===== src/rtl/tdt_pkg.sv =====
package tdt_pkg;
  localparam int IDX_W = 3;
  localparam logic [IDX_W-1:0] IDX_START = 3'd0;
  localparam logic [IDX_W-1:0] IDX_COUNT = 3'd1;
  localparam logic [IDX_W-1:0] IDX_CTRL  = 3'd2;
  localparam logic [IDX_W-1:0] IDX_CLEAR = 3'd3;
  localparam logic [IDX_W-1:0] IDX_RAW   = 3'd4;
  localparam logic [IDX_W-1:0] IDX_MASK  = 3'd5;
  localparam logic [IDX_W-1:0] IDX_BGND  = 3'd6;

  // control field positions are decoded by software; keep order
  typedef struct packed {
    logic       run;       // bit 7
    logic       periodic;  // bit 6
    logic       ie;        // bit 5
    logic       rsvd;      // bit 4
    logic [1:0] pre;       // bits 3:2
    logic       wide;      // bit 1
    logic       oneshot;   // bit 0
  } ctrl_t;

  localparam logic [7:0] CTRL_RESET = 8'h20;
endpackage


===== src/rtl/tdt_prescale.sv =====
module tdt_prescale #(
  parameter int PRE_W = 8
) (
  input  logic       clk,
  input  logic       rst,
  input  logic       tick_i,
  input  logic       run_i,
  input  logic       restart_i,
  input  logic [1:0] sel_i,
  output logic       step_o
);
  localparam int MID_W = PRE_W / 2;

  logic [PRE_W-1:0] phase_q;
  logic             mid_full;
  logic             top_full;

  assign mid_full = &phase_q[MID_W-1:0];
  assign top_full = &phase_q;

  always_ff @(posedge clk) begin
    if (rst || !run_i || restart_i) phase_q <= '0;
    else if (tick_i)                phase_q <= phase_q + 1'b1;
  end

  always_comb begin
    unique case (sel_i)
      2'b00:   step_o = tick_i && run_i;
      2'b01:   step_o = tick_i && run_i && mid_full;
      default: step_o = tick_i && run_i && top_full;
    endcase
  end

  p_div1_r6: assert property (@(posedge clk) disable iff (rst)
    (run_i && tick_i && sel_i == 2'b00) |-> step_o);
  p_gate_r5: assert property (@(posedge clk) disable iff (rst)
    (!run_i || !tick_i) |-> !step_o);
endmodule


===== src/rtl/tdt_counter.sv =====
module tdt_counter #(
  parameter int DATA_W = 32
) (
  input  logic              clk,
  input  logic              rst,
  input  logic              step_i,
  input  logic              load_we_i,
  input  logic [DATA_W-1:0] load_val_i,
  input  logic [DATA_W-1:0] reload_i,
  input  logic              wide_i,
  input  logic              oneshot_i,
  input  logic              periodic_i,
  input  logic              clr_i,
  output logic [DATA_W-1:0] cnt_o,
  output logic              raw_o
);
  localparam int HALF = DATA_W / 2;
  localparam logic [DATA_W-1:0] NARROW_MASK = {{(DATA_W-HALF){1'b0}}, {HALF{1'b1}}};

  logic [DATA_W-1:0] cnt_q, cnt_d, mask, cnt_m;
  logic              raw_q, raw_set;

  assign mask  = wide_i ? '1 : NARROW_MASK;
  assign cnt_m = cnt_q & mask;

  always_comb begin
    cnt_d   = cnt_q;
    raw_set = 1'b0;
    if (load_we_i) begin
      cnt_d = load_val_i & mask;
    end else if (step_i) begin
      if (cnt_m != '0) begin
        cnt_d   = cnt_m - 1'b1;
        raw_set = (cnt_m == {{(DATA_W-1){1'b0}}, 1'b1});
      end else if (oneshot_i) begin
        cnt_d = cnt_m;
      end else if (periodic_i) begin
        cnt_d = reload_i & mask;
      end else begin
        cnt_d = mask;
      end
    end
  end

  always_ff @(posedge clk) begin
    if (rst) begin
      cnt_q <= '1;
      raw_q <= 1'b0;
    end else begin
      cnt_q <= cnt_d;
      if (raw_set)    raw_q <= 1'b1;
      else if (clr_i) raw_q <= 1'b0;
    end
  end

  assign cnt_o = cnt_q;
  assign raw_o = raw_q;

  p_idle_r5: assert property (@(posedge clk) disable iff (rst)
    (!step_i && !load_we_i) |=> $stable(cnt_q));
  p_one_to_zero_r7: assert property (@(posedge clk) disable iff (rst)
    (step_i && !load_we_i && cnt_m == {{(DATA_W-1){1'b0}}, 1'b1}) |=> raw_q);
  p_oneshot_hold_r9: assert property (@(posedge clk) disable iff (rst)
    (step_i && !load_we_i && oneshot_i && cnt_m == '0) |=> (cnt_q == '0));
  p_narrow_upper_r10: assert property (@(posedge clk) disable iff (rst)
    (!wide_i && (step_i || load_we_i)) |=> (cnt_q[DATA_W-1:HALF] == '0));
  p_clear_r12: assert property (@(posedge clk) disable iff (rst)
    (clr_i && !(step_i && !load_we_i && cnt_m == {{(DATA_W-1){1'b0}}, 1'b1})) |=> !raw_q);
endmodule


===== src/rtl/tdt_regs.sv =====
module tdt_regs
  import tdt_pkg::*;
#(
  parameter int DATA_W = 32
) (
  input  logic              clk,
  input  logic              rst,
  input  logic              sel_i,
  input  logic              wr_i,
  input  logic [IDX_W-1:0]  idx_i,
  input  logic [DATA_W-1:0] wdata_i,
  input  logic [DATA_W-1:0] cnt_i,
  input  logic              raw_i,
  output ctrl_t             ctrl_o,
  output logic [DATA_W-1:0] reload_o,
  output logic              load_we_o,
  output logic              clr_we_o,
  output logic [DATA_W-1:0] rdata_o
);
  ctrl_t             ctrl_q;
  logic [DATA_W-1:0] reload_q, rdata_q, rd_mux;
  logic              wr_en, rd_en;

  assign wr_en     = sel_i && wr_i;
  assign rd_en     = sel_i && !wr_i;
  assign load_we_o = wr_en && idx_i == IDX_START;
  assign clr_we_o  = wr_en && idx_i == IDX_CLEAR;

  always_ff @(posedge clk) begin
    if (rst) begin
      ctrl_q   <= ctrl_t'(CTRL_RESET);
      reload_q <= '0;
    end else if (wr_en) begin
      if (idx_i == IDX_CTRL) begin
        ctrl_q      <= ctrl_t'(wdata_i[7:0]);
        ctrl_q.rsvd <= 1'b0;
      end
      if (idx_i == IDX_START || idx_i == IDX_BGND) reload_q <= wdata_i;
    end
  end

  always_comb begin
    rd_mux = '0;
    unique case (idx_i)
      IDX_START, IDX_BGND: rd_mux = reload_q;
      IDX_COUNT:           rd_mux = cnt_i;
      IDX_CTRL:            rd_mux = {{(DATA_W-8){1'b0}}, ctrl_q};
      IDX_RAW:             rd_mux[0] = raw_i;
      IDX_MASK:            rd_mux[0] = raw_i && ctrl_q.ie;
      default:             rd_mux = '0;
    endcase
  end

  always_ff @(posedge clk) begin
    if (rst)        rdata_q <= '0;
    else if (rd_en) rdata_q <= rd_mux;
  end

  assign ctrl_o   = ctrl_q;
  assign reload_o = reload_q;
  assign rdata_o  = rdata_q;

  p_rdata_hold_r2: assert property (@(posedge clk) disable iff (rst)
    !rd_en |=> $stable(rdata_q));
  p_rsvd_zero_r2: assert property (@(posedge clk) disable iff (rst)
    wr_en |=> !ctrl_q.rsvd);
endmodule


===== src/rtl/tdt_timer.sv =====
module tdt_timer
  import tdt_pkg::*;
#(
  parameter int DATA_W = 32,
  parameter int PRE_W  = 8
) (
  input  logic              clk,
  input  logic              rst,
  input  logic              tick_i,
  input  logic              bus_sel_i,
  input  logic              bus_wr_i,
  input  logic [IDX_W-1:0]  bus_addr_i,
  input  logic [DATA_W-1:0] bus_wdata_i,
  output logic [DATA_W-1:0] bus_rdata_o,
  output logic              irq_o
);
  ctrl_t             ctrl;
  logic [DATA_W-1:0] reload, cnt;
  logic              load_we, clr_we, step, raw;

  tdt_regs #(.DATA_W(DATA_W)) regs_i (
    .clk(clk), .rst(rst), .sel_i(bus_sel_i), .wr_i(bus_wr_i),
    .idx_i(bus_addr_i), .wdata_i(bus_wdata_i), .cnt_i(cnt), .raw_i(raw),
    .ctrl_o(ctrl), .reload_o(reload), .load_we_o(load_we),
    .clr_we_o(clr_we), .rdata_o(bus_rdata_o)
  );

  tdt_prescale #(.PRE_W(PRE_W)) pre_i (
    .clk(clk), .rst(rst), .tick_i(tick_i), .run_i(ctrl.run),
    .restart_i(load_we), .sel_i(ctrl.pre), .step_o(step)
  );

  tdt_counter #(.DATA_W(DATA_W)) cnt_i (
    .clk(clk), .rst(rst), .step_i(step), .load_we_i(load_we),
    .load_val_i(bus_wdata_i), .reload_i(reload), .wide_i(ctrl.wide),
    .oneshot_i(ctrl.oneshot), .periodic_i(ctrl.periodic), .clr_i(clr_we),
    .cnt_o(cnt), .raw_o(raw)
  );

  assign irq_o = raw && ctrl.ie;

  p_irq_needs_raw_r11: assert property (@(posedge clk) disable iff (rst)
    irq_o |-> raw);
endmodule


===== config.mk =====
export PLATFORM = sky130hd
export DESIGN_NAME = tdt_timer
export DESIGN_NICKNAME = d
export VERILOG_FILES = /design/src/rtl/tdt_pkg.sv /design/src/rtl/tdt_prescale.sv /design/src/rtl/tdt_counter.sv /design/src/rtl/tdt_regs.sv /design/src/rtl/tdt_timer.sv
export SDC_FILE = /design/constraint.sdc
export NUM_CORES = 1
export LEC_CHECK = 0
export BUFFER_PORTS_ARGS = -buffer_cell sky130_fd_sc_hd__buf_4
export CAP_MARGIN = 15
export CORE_ASPECT_RATIO = 1.2
export CORE_MARGIN = 3
export CORE_UTILIZATION = 42
export DETAILED_ROUTE_END_ITERATION = 10
export GPL_ROUTABILITY_DRIVEN = 1
export PLACE_DENSITY = 0.71
export SYNTH_ARGS = -nofsm -noshare
export SYNTH_HDL_FRONTEND = slang
export SYNTH_SLANG_ARGS = --single-unit

===== constraint.sdc =====
create_clock -name clk -period 2.8 [get_ports clk]
set_clock_uncertainty 0.2 [all_clocks]
set_input_delay 0.42 -clock clk [delete_from_list [all_inputs] [get_ports clk]]
set_output_delay 0.42 -clock clk [all_outputs]
set_load 0.05 [all_outputs]

# Word-level counts from Yosys, hierarchy flattened

Index checks and enable logic that the tools add are counted.
Widths: inputs -> output; s select.

Output and inout bits: 33
Memory bits (writable): 0
ROM bits: 0
Memories: 0
Input bits: 40
Bits in latches: 0
Register bits after elaboration: 112

Reduce and logical (&&, ||, !) cells: 23
Magnitude comparators: 0
Equality and inequality tests: 8
Bitwise operators: 3
$mul: 0
Muxes and demuxes: 14
Shifts and indexed selects: 0
Divide/modulo/power cells: 0
Add/subtract/negate cells: 2

Operators by type and width:

| operator              | count |
|---|---|
| $mux 32               | 6 |
| $and 32x32->32        | 3 |
| $pmux 31 s3           | 1 |
| $eq 32x1->1 const B   | 1 |
| $reduce_bool 32->1    | 1 |
| $sub 32x1->32 const B | 1 |
| $eq 3x3->1 const B    | 3 |
| $add 8x1->8 const B   | 1 |
| $logic_and 1x1->1     | 8 |
| $reduce_and 8->1      | 1 |
| $eq 3x2->1 const B    | 2 |
| $mux 1                | 5 |
| $pmux 1 s5            | 1 |
| $reduce_and 2->1      | 2 |
| $reduce_and 4->1      | 1 |
| $reduce_bool 2->1     | 2 |
| $eq 3x1->1 const B    | 1 |
| $logic_not 3->1       | 1 |
| $logic_or 1x1->1      | 3 |
| $eq 2x1->1 const B    | 1 |
| $logic_not 1->1       | 2 |
| $logic_not 2->1       | 1 |
| $pmux 1 s2            | 1 |
| $reduce_or 2->1       | 1 |

# Depth between registers and ports, before layout

Gate-level depths: netlist of the first run.

Depth in word-level cells: 7
Gate-level depth with buffers: 10
Depth with buffers taken out: 8

# Hierarchy

A second synthesis of the first run with hierarchy kept.

Cell total of the unflattened synthesis: 771
Area total of the unflattened synthesis: 6,388.6 µm²

Modules (own cells, without submodules):

| module       | sequential area each (µm²) | cells an instance | instances | area an instance (µm²) |
|---|---|---|---|---|
| tdt_counter  | 660.6                      | 423               | 1         | 3,228.1 |
| tdt_regs     | 1,421.4                    | 303               | 1         | 2,763.9 |
| tdt_prescale | 160.2                      | 44                | 1         | 390.4 |
| tdt_timer    | 0.0                        | 1                 | 1         | 6.3 |

# Worst setup path before layout of the first run

OpenSTA, ideal clock, no wires.

Kind: register to register
From: reg cnt_i.cnt_q[24] (netlist: cnt_i.cnt_o[24])
To: reg cnt_i.cnt_q[29] (netlist: cnt_i.cnt_o[29])
Path buffers: 3
Period minus slack after synthesis: 2,805 ps
Cell stages (with the launch flop): 10
Arrival: 2,539 ps
Setup slack: -5 ps
Data required time: 2,534 ps
Library setup time: 66 ps
Path through: dfxtp_1 buf_6 or4_4 buf_6 o31a_1 or3_4 buf_6 o31a_1 a21oi_2 a2bb2oi_2

Cells in the longest elaborated chain, start to end: 5

Ends and longest elaborated chain:

| what                                                       | RTL line                             | RTL |
|---|---|---|
| from (decl)                                                | tdt_counter.sv:20                    | `logic [DATA_W-1:0] cnt_q, cnt_d, mask, cnt_m;` |
| from (signal assigned)                                     | tdt_counter.sv:50                    | `cnt_q <= cnt_d;` |
| $and 32x32->32 (*)                                         | tdt_counter.sv:24                    | `assign cnt_m = cnt_q & mask;` |
| $sub 32x1->32 / $reduce_bool 32->1 (equally long branches) | tdt_counter.sv:33, tdt_counter.sv:32 |  |
| $mux 32 (*)                                                | tdt_counter.sv:32                    | `if (cnt_m != '0) begin` |
| $mux 32 (*)                                                | tdt_counter.sv:31                    | `end else if (step_i) begin` |
| $mux 32 (*)                                                | tdt_counter.sv:29                    | `if (load_we_i) begin` |

Every way passes the cells marked *; elsewhere a longest branch is shown, timed or not. The select of a mux whose other input is x is not followed.
A chain may end at the register's enable or synchronous reset.

# Worst setup path in the final report of the first run

From: reg cnt_i.cnt_q[24] (netlist: cnt_i.cnt_o[24])
To: reg cnt_i.cnt_q[21] (netlist: cnt_i.cnt_o[21])

Cells in the longest elaborated chain, start to end: 5

Ends and longest elaborated chain:

| what               | RTL line |
|---|---|
| $and 32x32->32     | tdt_counter.sv:24 |
| $reduce_bool 32->1 | tdt_counter.sv:32 |
| $mux 32            | tdt_counter.sv:32 |
| $mux 32            | tdt_counter.sv:31 |
| $mux 32            | tdt_counter.sv:29 |

No other way between the ends. The select of a mux whose other input is x is not followed.

==> qor.csv, run 1 <==
metric;value;unit
status;finished, final reports clean;
finalWeightedCongestion;0.933;
rr_startpoint;cnt_i.cnt_o[24]$_SDFFE_PP1P_;
routed-via-count;6715;
dp.cells;1114;
dp_hpwl;14000;um
io_buffers;72;
grt_max_degree;52;
setup_violations;0;
ys_types;64;
tightest_slew;0.607;ns
multiInputGateArea;3690;um^2
pre_cts_ws;0.0577;ns
power_frac_comb;10.4;%
fp.dieArea;16500;um^2
r2r_end;cnt_i.cnt_o[21]$_SDFFE_PP1P_;
htree_levels;3;
finalCritPeriodShare;95.5;%
cellLeakagePower;0.00267;uW
hold_path_end;cnt_i.cnt_o[25]$_SDFFE_PP1P_;
ff_latch_area;2240;um^2
irDropWorstVdd;0.374;mV
slew_violations;0;
drc_errors;0;
setup_tns;0;ns
die_w;118;um
fin_cells;1135;
core_area;14500;um^2
cts_tree;built;
syn_nets;899;
cts_buffers;9;
fill_cells;1455;
dr.pass1.iters;5;
drtIter0Drc;468;
clk_pin_slew;0.08;ns
critPathLaunchType;flop;
crit_type;reg2reg;
utilization;52.6;%
hp-start;bus_wdata_i[25];
end_kind;flop;
p_per_area;446;nW/um^2
cts-root-buf;clkbuf_16;
rsz0062_at_grt;true;
syn_inst;856;
ios;73;
power_switching;868;uW
worst_ep_arrival_time;2.79;ns
num-nets-final;974;
clock_path_buffers;2;
seqPwrFrac;48.5;%
synthTopCellsByArea;dfxtp_1 36%, a21oi_1 8.8%, nand2_1 6.9%, nor2_1 5.9%, a22oi_1 4.7%;
worst-path-max-fanout;8;
hold_class;in2reg;
wl_per_cell;18.0;um
netlist_area;6280;um^2
syn_avg_cell_area;7.34;um^2
synth_top_flop_cell;dfxtp_1;
p_sw_share;25.5;%
overflow;0;
synth-seq-cells;112;
max_freq;374;MHz
setup_ws;0.126;ns
globalRouteTotalUtil;24.5;%
pwr-share-clk;41.0;%
clock_sinks;112;
antenna_found_initial;0;
via_per_inst;5.92;
synth_top_area_share;35.7;%
clock_latency;0.37;ns
yosys_warnings;0;
grt_pass1_vias;6443;
synth_edf_count;0;
ant_nets;0;
max_slew_margin;59.5;%
synth_largest_area_cell;dfxtp_1;
synthArstFlopShare;0;%
antenna_cells;0;
start_util;43.2;%
hold_depth;3;
grt_pass1_wl;32900;um
cp.required;2.92;ns
r2r_slack;0.13;ns
die_h;140;um
cts.hold.buffers_added;0;
core.rowCount;48;
hold_viol;0;
maxCapViolations;0;
period_needed;2.67;ns
drive_above_1_share;19.5;%
area_growth;21.8;%
p_int;2540;uW
drt-total-wl;20500;um
r2r_cells;7;
synth_seq_area_share;35.7;%
-- worst max-delay path: stages, from the launching register on --
cell and delay [ns]:
dfxtp_1 0.31, or4_4 0.54, o31a_1 0.42, or3_4 0.47, buf_4 0.17, o31a_1 0.28
o31ai_1 0.07, o31a_1 0.17
-- how the worst max path moves through the flow --
stage | start | endpoint | cells past startpoint
3_5_place_dp | cnt_i.cnt_o[31]$_SDFFE_PP1P_ | cnt_i.cnt_o[2]$_SDFFE_PP1P_ | 7
4_1_cts | cnt_i.cnt_o[31]$_SDFFE_PP1P_ | cnt_i.cnt_o[2]$_SDFFE_PP1P_ | 7
5_1_grt | cnt_i.cnt_o[20]$_SDFFE_PP1P_ | cnt_i.cnt_o[10]$_SDFFE_PP1P_ | 7
2_1_floorplan | cnt_i.cnt_o[21]$_SDFFE_PP1P_ | cnt_i.cnt_o[29]$_SDFFE_PP1P_ | 9
3_3_place_gp | cnt_i.cnt_o[31]$_SDFFE_PP1P_ | cnt_i.cnt_o[0]$_SDFFE_PP1P_ | 7
6_report | cnt_i.cnt_o[24]$_SDFFE_PP1P_ | cnt_i.cnt_o[21]$_SDFFE_PP1P_ | 7
-- per-layer routing --
layer  wire length, um  vias to the layer above  global-route usage [%]  share of wire, %
li1                  -                     3210                       -                 -
met1              8420                     3184                    30.0                41
met2              9870                      255                    41.8                48
met3              1380                       66                    4.97               6.7
met4               809                        0                    10.6               4.0
met5                 0                        -                       0                 0
-- metrics by stage --
| step | hold WS, ns | cell area (um^2) | total power, uW |
|---|---|---|---|
| after floorplan | 0.244 | 6280 | 1890 |
| after global placement | 0.256 | 7280 | 2040 |
| after detailed placement | 0.260 | 7280 | 2040 |
| after CTS | 0.0819 | 7590 | 3430 |
| after global routing | 0.0943 | 7650 | 3540 |
| final | 0.0857 | 7650 | 3410 |
-- final cells by class --
cell class,instances,share of cell area (%)
inverters,17,0.834
multi-input cells,649,48.3
clock buffers,10,2.99
repair buffers,142,14.3
flip-flops and latches,112,29.3
well taps,200,3.27
clock inverters,5,1.08
-- cells in the final DEF (no fill, tap or decap), drive strengths merged, types with 11 or more instances in the layout --
master / count
nand2: 116
inv: 17
buf: 142
nor4: 14
a21oi: 111
o21ai: 49
nand3: 11
nor3: 26
xor2: 12
dfxtp: 112
nor2b: 19
nor2: 98
a22oi: 39
-- state kept, by name (all words and copies together), names as in the netlist --
signal / cells
regs_i.ctrl_o: 7
regs_i.reload_o: 32
cnt_i.cnt_o: 32
cnt_i.raw_o: 1
regs_i.rdata_o: 32
pre_i.phase_q: 8
-- synthesized netlist by cell type, types with 5 or more instances --
| cell | number |
|---|---|
| or3_1 | 5 |
| nor3_1 | 26 |
| xnor2_1 | 6 |
| a211oi_1 | 10 |
| o21ai_1 | 8 |
| nand2_1 | 116 |
| o211ai_1 | 6 |
| a22oi_1 | 39 |
| nand4_1 | 9 |
| nand3b_1 | 6 |
| o21ai_0 | 40 |
| a21oi_1 | 110 |
| inv_1 | 17 |
| a221o_1 | 5 |
| a221oi_1 | 7 |
| nor2_1 | 98 |
| or4_1 | 9 |
| nand3_1 | 11 |
| nand2b_1 | 7 |
| buf_2 | 6 |
| a31oi_1 | 8 |
| dfxtp_1 | 112 |
| xor2_1 | 12 |
| nor4_1 | 12 |
| mux2i_1 | 10 |
| nor2b_1 | 19 |
| clkbuf_1 | 69 |
| o31ai_1 | 9 |
-- power by group through the flow --
stage	clock network, uW	logic [uW]	registers, uW
3_5_place_dp	0	350	1690
5_1_grt	1490	385	1660
2_1_floorplan	0	183	1700
3_3_place_gp	0	348	1690
4_1_cts	1430	352	1650
6_report	1400	356	1650
-- cell families after synthesis --
group | share of synthesized area [%]
simple gates | 25.9
compound gates | 27.5
mux | 1.59
fa+ha+maj | 0.598
buf+inv | 6.21
flops | 35.7
xor+xnor | 2.51
-- repair_timing --
action | CTS | global route
resized for setup | 0 | 3
endpoints found under the setup margin | 0 | 14
buffers inserted | 0 | 5
Note: power is estimated with default switching activity, not from simulation.
==> inputs of run 2 (changes only) <==
CORE_UTILIZATION = 50   (was 42)
PLACE_DENSITY = 0.73   (was 0.71)
==> qor.csv, run 2 (synthesis results as in run 1) <==
metric;value;unit;change
cts_resized;0;;unchanged
p_sw_share;26.7;%;+1.3 points
core_area;12200;um^2;-16%
power_frac_comb;10.7;%;+0.3 points
tightest_slew;0.770;ns;+0.163 ns
clock_path_buffers;2;;unchanged
pwr-share-clk;39.2;%;-1.8 points
cts_buffers;9;;unchanged
dp_hpwl;14100;um;+0.77%
p_int;2420;uW;-4.8%
hold_class;in2reg;;
irDropWorstVdd;0.339;mV;-9.2%
place_area;7180;um^2;-1.3%
drc_errors;0;;unchanged
slew_violations;0;;unchanged
end_kind;flop;;
die_w;108;um;-7.9%
cp.required;2.85;ns;-0.07 ns
final_common_cell;buf_4;;
routed-via-count;6781;;+0.98%
antenna_found_initial;0;;unchanged
rsz0062_at_grt;false;;
ant_nets;0;;unchanged
p_per_area;440;nW/um^2;-1.2%
fp.dieArea;14000;um^2;-15%
power_switching;883;uW;+1.8%
io_buffers;72;;unchanged
r2r_end;cnt_i.cnt_o[17]$_SDFFE_PP1P_;;
worst-path-max-fanout;8;;unchanged
hold_viol;0;;unchanged
critPathLaunchType;flop;;
area_growth;19.4;%;
htree_levels;3;;unchanged
finalCritPeriodShare;96.6;%;+1.1 points
cts_tree;built;;
clock_sinks;112;;unchanged
dp.cells;1067;;-4.2%
wl_per_cell;19.1;um;+5.8%
antenna_cells;0;;unchanged
seqPwrFrac;50.1;%;+1.6 points
final_cell_mix;130 x buf_4, 116 x nand2_1, 112 x dfxtp_1;;
drtIter0Drc;506;;+8.1%
grt_max_degree;53;;+1.9%
fin_cells;1087;;-4.2%
rr_startpoint;cnt_i.cnt_o[31]$_SDFFE_PP1P_;;
p_total;3300;uW;-3.1%
crit_type;reg2reg;;
max_freq;370;MHz;-1.1%
hold_path_end;regs_i.ctrl_o[5]$_SDFFE_PP1P_;;
core.rowCount;44;;-8.3%
finalWeightedCongestion;0.927;;-0.64%
max_slew_margin;48.5;%;-11 points
clk_pin_slew;0.08;ns;about the same
globalRouteTotalUtil;30.1;%;+5.6 points
cellLeakagePower;0.00264;uW;-1.2%
ios;73;;unchanged
hp-start;bus_wdata_i[5];;
via_per_inst;6.24;;+5.4%
r2r_slack;0.09;ns;-0.03 ns
status;finished, final reports clean;;
setup_tns;0;ns;unchanged
drive_above_1_share;18.5;%;-1.0 points
r2r_cells;7;;unchanged
worst_ep_arrival_time;2.76;ns;-0.03 ns
cts-root-buf;clkbuf_16;;
dr.pass1.iters;6;;+1
period_needed;2.71;ns;+0.0309 ns
overflow;0;;unchanged
hold_depth;2;;-1
grt_pass1_vias;6413;;-0.47%
die_h;129;um;-8.0%
drt-total-wl;20700;um;+1.3%
clock_latency;0.36;ns;about the same
grt_pass1_wl;33200;um;+0.88%
setup_violations;0;;unchanged
num-nets-final;964;;-1.0%
stdcell_area;7500;um^2;-1.9%
start_util;51.6;%;+8.4 points
fill_cells;1144;;-21%
maxCapViolations;0;;unchanged
-- run 2: worst max-delay path, stage by stage, from the launching register on --
cell and delay (ns):
dfxtp_1 0.31, or4_1 0.58, o31a_1 0.39, or3_4 0.43
buf_4 0.19, nand4_1 0.08, nand4_1 0.09, a221o_1 0.31
-- run 2: worst max path at each step --
stage                                  from                      endpoint  cells after the start  slack, ns
2_1_floorplan  cnt_i.cnt_o[21]$_SDFFE_PP1P_  cnt_i.cnt_o[29]$_SDFFE_PP1P_                      9       0.01
3_3_place_gp   cnt_i.cnt_o[31]$_SDFFE_PP1P_  cnt_i.cnt_o[26]$_SDFFE_PP1P_                      7       0.16
3_5_place_dp   cnt_i.cnt_o[31]$_SDFFE_PP1P_   cnt_i.cnt_o[0]$_SDFFE_PP1P_                      7       0.11
4_1_cts        cnt_i.cnt_o[31]$_SDFFE_PP1P_   cnt_i.cnt_o[2]$_SDFFE_PP1P_                      7       0.08
5_1_grt        cnt_i.cnt_o[31]$_SDFFE_PP1P_   cnt_i.cnt_o[7]$_SDFFE_PP1P_                      8       0.01
6_report       cnt_i.cnt_o[31]$_SDFFE_PP1P_  cnt_i.cnt_o[17]$_SDFFE_PP1P_                      7       0.09
-- run 2: area by class of cell --
cell class                 instances  area (um^2)  area share (%)
tap                              161          201            2.69
sequential                       112         2240            29.9
clock buffer                      11          253            3.37
inverter                          17         63.8           0.851
clock inverter                     5         36.3           0.484
timing repair buffer             133         1040            13.8
multi-input combinational        648         3670            48.9
-- run 2: metrics by stage --
| stage | setup WS, ns | utilization [%] | hold slack, ns |
|---|---|---|---|
| 2_1_floorplan | 0.0102 | - | 0.244 |
| 3_5_place_dp | 0.112 | 59.0 | 0.263 |
| 5_1_grt | 0.0134 | 61.7 | 0.0858 |
| 6_report | 0.0948 | 61.7 | 0.0872 |
| 4_1_cts | 0.0793 | 61.4 | 0.0812 |
| 3_3_place_gp | 0.161 | 59.0 | 0.254 |
-- run 2: what timing repair did --
action                     4_1_cts  5_1_grt
hold buffers                     0        0
setup endpoints to repair        0        2
buffers inserted                 0        4
hold endpoints to repair         0        0
-- run 2: power by group through the flow --
stage                     Combinational [uW]  Sequential (uW)  Clock, uW
after detailed placement                 349             1690          0
after CTS                                350             1650       1310
after global placement                   342             1690          0
after floorplan                          183             1700          0
after global routing                     381             1660       1370
final                                    353             1650       1300
-- run 2: layer usage --
metal	vias to the layer above	wire (um)	track usage [%]
met1	3264	8500	37.8
met3	47	1340	3.71
met4	0	654	13.9
met5	-	0	0
met2	280	10200	51.4
li1	3190	-	-
